[config.mk]
export PLATFORM = sky130hd
export DESIGN_NAME = fcs_engine
export DESIGN_NICKNAME = d
export VERILOG_FILES = /design/src/rtl/fcs_pkg.sv /design/src/rtl/fcs_byte_step.sv /design/src/rtl/fcs_sat_count.sv /design/src/rtl/fcs_regmap.sv /design/src/rtl/fcs_engine.sv
export SDC_FILE = /design/constraint.sdc
export NUM_CORES = 1
export LEC_CHECK = 0
export ABC_AREA = 1
export BUFFER_PORTS_ARGS = -buffer_cell sky130_fd_sc_hd__buf_2
export CORE_MARGIN = 2
export CORE_UTILIZATION = 40
export CTS_BUF_LIST = sky130_fd_sc_hd__clkbuf_4 sky130_fd_sc_hd__clkbuf_8 sky130_fd_sc_hd__clkbuf_16
export DETAILED_ROUTE_END_ITERATION = 6
export GPL_ROUTABILITY_DRIVEN = 0
export SLEW_MARGIN = 15
export SYNTH_ARGS = -nofsm -noshare
export SYNTH_HDL_FRONTEND = slang
export SYNTH_SLANG_ARGS = --single-unit
[constraint.sdc]
create_clock -name clk -period 1.6 [get_ports clk]
set_clock_uncertainty 0.05 [all_clocks]
set_input_delay 0.16 -clock clk [delete_from_list [all_inputs] [get_ports clk]]
set_output_delay 0.16 -clock clk [all_outputs]
set_load 0.02 [all_outputs]
[src/rtl/fcs_pkg.sv]
package fcs_pkg;
    localparam int unsigned CRC_W  = 16;
    localparam int unsigned BUS_W  = 16;
    localparam int unsigned BYTE_W = 8;
    localparam logic [CRC_W-1:0] CRC_PRESET = 16'hFFFF;
    localparam logic [CRC_W-1:0] CRC_POLY_REFL = 16'h8408;

    localparam logic [1:0] OFS_CTRL   = 2'd0;
    localparam logic [1:0] OFS_FEED   = 2'd1;
    localparam logic [1:0] OFS_RESULT = 2'd2;
    localparam int unsigned CLEAR_BIT = 15;

    typedef enum logic [1:0] {
        OP_NONE  = 2'd0,
        OP_CLEAR = 2'd1,
        OP_FEED  = 2'd2
    } fcs_op_e;
endpackage

[src/rtl/fcs_byte_step.sv]
module fcs_byte_step #(
    parameter int unsigned WIDTH = 16,
    parameter int unsigned NBITS = 8,
    parameter logic [WIDTH-1:0] POLY = 16'h8408
) (
    input  logic [WIDTH-1:0] crc_in,
    input  logic [NBITS-1:0] data_in,
    output logic [WIDTH-1:0] crc_out
);
    logic [WIDTH-1:0] stage [0:NBITS];

    assign stage[0] = crc_in ^ {{(WIDTH-NBITS){1'b0}}, data_in};

    for (genvar i = 0; i < NBITS; i++) begin : g_bit
        assign stage[i+1] = stage[i][0] ? ((stage[i] >> 1) ^ POLY)
                                        : (stage[i] >> 1);
    end

    assign crc_out = stage[NBITS];
endmodule

[src/rtl/fcs_sat_count.sv]
module fcs_sat_count #(
    parameter int unsigned WIDTH = 12
) (
    input  logic [WIDTH-1:0] cnt_in,
    input  logic             bump,
    output logic [WIDTH-1:0] cnt_out
);
    localparam logic [WIDTH-1:0] CNT_MAX = {WIDTH{1'b1}};

    always_comb begin
        cnt_out = cnt_in;
        if (bump && (cnt_in != CNT_MAX)) begin
            cnt_out = cnt_in + 1'b1;
        end
    end
endmodule

[src/rtl/fcs_regmap.sv]
module fcs_regmap
    import fcs_pkg::*;
#(
    parameter int unsigned CNT_W = 12
) (
    input  logic [1:0]       addr,
    input  logic             wr,
    input  logic [BUS_W-1:0] wdata,
    input  logic [CNT_W-1:0] cnt,
    input  logic [CRC_W-1:0] crc,
    output fcs_op_e          op,
    output logic [BUS_W-1:0] rdata
);
    always_comb begin
        op = OP_NONE;
        if (wr) begin
            if (addr == OFS_CTRL && wdata[CLEAR_BIT]) begin
                op = OP_CLEAR;
            end else if (addr == OFS_FEED) begin
                op = OP_FEED;
            end
        end
    end

    always_comb begin
        case (addr)
            OFS_CTRL:   rdata = {{(BUS_W-CNT_W){1'b0}}, cnt};
            OFS_RESULT: rdata = ~crc;
            default:    rdata = '0;
        endcase
    end
endmodule

[src/rtl/fcs_engine.sv]
module fcs_engine
    import fcs_pkg::*;
#(
    parameter int unsigned CNT_W = 12
) (
    input  logic        clk,
    input  logic        rst_n,
    input  logic [1:0]  bus_addr,
    input  logic        bus_wr,
    input  logic [15:0] bus_wdata,
    output logic [15:0] bus_rdata
);
    localparam logic [CNT_W-1:0] CNT_MAX = {CNT_W{1'b1}};

    typedef struct packed {
        logic [CRC_W-1:0] crc;
        logic [CNT_W-1:0] cnt;
    } state_t;

    state_t  st_d, st_q;
    fcs_op_e op;
    logic [CRC_W-1:0] crc_step;
    logic [CNT_W-1:0] cnt_step;

    fcs_regmap #(.CNT_W(CNT_W)) u_map (
        .addr  (bus_addr),
        .wr    (bus_wr),
        .wdata (bus_wdata),
        .cnt   (st_q.cnt),
        .crc   (st_q.crc),
        .op    (op),
        .rdata (bus_rdata)
    );

    fcs_byte_step #(.WIDTH(CRC_W), .NBITS(BYTE_W), .POLY(CRC_POLY_REFL)) u_step (
        .crc_in  (st_q.crc),
        .data_in (bus_wdata[BYTE_W-1:0]),
        .crc_out (crc_step)
    );

    fcs_sat_count #(.WIDTH(CNT_W)) u_cnt (
        .cnt_in  (st_q.cnt),
        .bump    (1'b1),
        .cnt_out (cnt_step)
    );

    always_comb begin
        st_d = st_q;
        case (op)
            OP_CLEAR: begin
                st_d.crc = CRC_PRESET;
                st_d.cnt = '0;
            end
            OP_FEED: begin
                st_d.crc = crc_step;
                st_d.cnt = cnt_step;
            end
            default: ;
        endcase
    end

    always_ff @(posedge clk or negedge rst_n) begin
        if (!rst_n) begin
            st_q.crc <= CRC_PRESET;
            st_q.cnt <= '0;
        end else begin
            st_q <= st_d;
        end
    end

    // a clear write leaves the preset and a zero count
    p_clear_r2: assert property (@(posedge clk) disable iff (!rst_n)
        (bus_wr && bus_addr == OFS_CTRL && bus_wdata[CLEAR_BIT])
        |=> (st_q.cnt == '0 && st_q.crc == CRC_PRESET));

    // a control write without the clear bit changes nothing
    p_ctrl_noop_r3: assert property (@(posedge clk) disable iff (!rst_n)
        (bus_wr && bus_addr == OFS_CTRL && !bus_wdata[CLEAR_BIT])
        |=> ($stable(st_q.cnt) && $stable(st_q.crc)));

    // a feed below the limit adds exactly one
    p_count_step_r5: assert property (@(posedge clk) disable iff (!rst_n)
        (bus_wr && bus_addr == OFS_FEED && st_q.cnt != CNT_MAX)
        |=> (st_q.cnt == $past(st_q.cnt) + 1'b1));

    // the count holds at its limit
    p_no_overflow_r6: assert property (@(posedge clk) disable iff (!rst_n)
        (bus_wr && bus_addr == OFS_FEED && st_q.cnt == CNT_MAX)
        |=> (st_q.cnt == CNT_MAX));

    // idle cycles and writes to the spare offset keep the state
    p_spare_idle_r9: assert property (@(posedge clk) disable iff (!rst_n)
        (!bus_wr || bus_addr == 2'd3)
        |=> ($stable(st_q.cnt) && $stable(st_q.crc)));
endmodule

==> metrics.cfg <==
[status]
status=finished with violations
violations=setup timing

[global_routing]
busiest_layer=met2
gr-usage-met1_pct=23.96
antenna_found_initial=0
grtUsageMet3_pct=2.677
met2_usage_pct=32.45
overflow=0
grt_pass1_vias=1838
gr-usage-all-layers_pct=18.81
grt_max_degree=29
grt_pass1_wl_um=8079

[cells_and_area]
fin_nets=385
diodes=0
layout_commonest_cell=nand2_1
mostFrequentLayoutCells=nand2_1 (101), inv_1 (61), nand3_1 (40)
syn2layout_area_growth_pct=25.31
drive_gt1_share_pct=25.42
largest-register=st_q
fin_cells=425
largest_reg_flops=28
reg_top3=st_q (28)
final_area_mm2=0.002509
utilization_pct=52.42

[route]
viasPerCell=4.751
vias=2019
drt_iter0_drc=86
wl_per_cell_um=12.12
drcViolationCount=0
wirelength_um=5150
first_pass_iters=5
ant_nets=0

[cts]
numCtsBuffers=3
clkSinkCount=28
clk_latency_ns=0.27
cts.path.max_buffers=2
clockRootBuffer=clkbuf_8
cts_tree=built
clkTransAtPathRegs_ns=0.10
h-tree-depth=1

[worst_setup_path]
crit_family=flip-flops
arrival_ns=1.78
crit_path_max_incr_delay_ns=0.41
critPathSlowestCell=dfrtp_1
critPathCaptureType=flip-flop
start_kind=flip-flop
crit_required_ns=1.75
path_class=reg2reg
crit_path_max_fanout=6
path_cells=ha_4 -> nand2_4 -> nor2_4 -> nand3_4 -> a21boi_4 -> clkbuf_16 -> nand2_2 -> o21ai_1
cp.buffers_inverters=1

[floorplanning]
top_level_ports=37
dieArea_mm2=0.005587
die_w_um=74.75
initial_core_util_pct=41.83
die-height_um=74.75
coreArea_mm2=0.004786
floorplan.rows=25

[timing]
max_freq_mhz=613.5
relSlewSlack_pct=57.60
totalNegativeSetupSlack_ns=-0.09293
grt_setup_unrepaired=true
drv_slew=0
hold_viol=0
finalCritPeriodShare_pct=101.9
setup_viol=8
worst_pin_slew_ns=0.6360
holdWs_ns=0.1992
period_minus_slack_ns=1.630
fin_ws_ns=-0.02997

[synth]
syn_avg_cell_area_um2=6.458
syn_inst=310
ys_types=24
synth-seq-area-share_pct=36.00
synth.ff_latch_count=28
ys.warnings.count=0
synth_nets=335
synth_area_mm2=0.002002

[job]
drv_cap=0

[place]
dpl.hpwl_um=3717
place.port_buffers=29
dpl.cell_count=413
dpl_cell_area_mm2=0.002302

[power_and_ir_drop]
pwr-share-clk_pct=24.3
p_per_area_mw_per_mm2=645.7
ir_drop_uv=319.8
pwr-share-seq_pct=50.5
power_frac_comb_pct=25.2
p_int_mw=1.108
leakagePower_nw=1.344
p_sw_share_pct=31.59
switchingPower_mw=0.5117

[worst_hold_path]
hold_path_class=in2reg

metrics by stage:
stage               setup slack, ns  power [mW]
detailed placement         -0.01186       1.191
CTS                         0.05153       1.595
global placement           0.002426       1.183
global route               -0.06890       1.729
floorplan                   0.05561       1.052
finish                     -0.02997       1.620
routing by layer:
layer  wire [um]  vias up
li1            -     1063
met4          45        0
met2        2580       23
met5           0        -
met1        2408      929
met3         115        4
cells in the mapped netlist, drive strengths merged:
| library cell | n | area share, % |
|---|---|---|
| nor2 | 15 | 2.9 |
| o21ai | 21 | 5.6 |
| a22oi | 1 | 0.38 |
| nand3 | 41 | 10 |
| dfrtp | 12 | 15 |
| a21boi | 1 | 0.94 |
| clkbuf | 3 | 0.56 |
| clkinv | 1 | 0.19 |
| nand2 | 108 | 20 |
| o211ai | 1 | 0.38 |
| or2 | 4 | 1.2 |
| ha | 4 | 2.5 |
| nand4 | 2 | 0.62 |
| dfstp | 16 | 21 |
| o22ai | 12 | 3.7 |
| nor3 | 1 | 0.25 |
| inv | 62 | 12 |
| buf | 3 | 1.4 |
| nand3b | 2 | 0.75 |
final timing paths:
check / to / cells past startpoint / slack (ns) / startpoint
setup / recovery: st_q[7] / 8 / -0.03 / st_q[0]
hold / removal: st_q[23] / 4 / 0.20 / bus_wdata[3]
setup reg to reg: st_q[7] / 8 / -0.03 / st_q[0]
hold reg to reg: st_q[23] / 2 / 0.49 / st_q[23]
max in group asynchronous: st_q[6] / 2 / 0.67 / rst_n
min in group asynchronous: st_q[10] / 2 / 0.39 / rst_n
cell families (layout without fill, tap and decap cells):
group	after synthesis	in the layout	share of synthesized area (%)
buf+inv	69	117	13.75
simple gates	173	173	36.69
fa+ha+maj	4	4	2.500
flops	28	28	36.00
compound gates	36	36	11.06
power by group through the flow:
stage	Sequential (mW)	Combinational, mW	Clock [mW]
floorplan	0.813	0.239	0
global placement	0.826	0.357	0
detailed placement	0.827	0.364	0
CTS	0.815	0.368	0.412
global route	0.824	0.468	0.437
finish	0.818	0.408	0.394
area by class of cell:
class / instances / area, um2
multi-input cells: 213 / 1061
repair buffers: 51 / 364.1
inverters: 63 / 236.5
clock buffers: 3 / 41.29
fillers: 504 / 2277
well taps: 67 / 83.83
flip-flops and latches: 28 / 721.9
worst reg2reg max path, stage by stage (launching register included):
cell	delay, ns
dfrtp_1	0.41
ha_4	0.17
nand2_4	0.07
nor2_4	0.13
nand3_4	0.10
a21boi_4	0.30
clkbuf_16	0.22
nand2_2	0.04
o21ai_1	0.07
what timing repair did:
action | in CTS | in global routing
resized for setup | 0 | 25
buffers inserted | 0 | 5
hold buffers | 1 | 0
hold endpoints to repair | 12 | 0
setup endpoints to repair | 0 | 14
(Power assumes the default switching activity.)
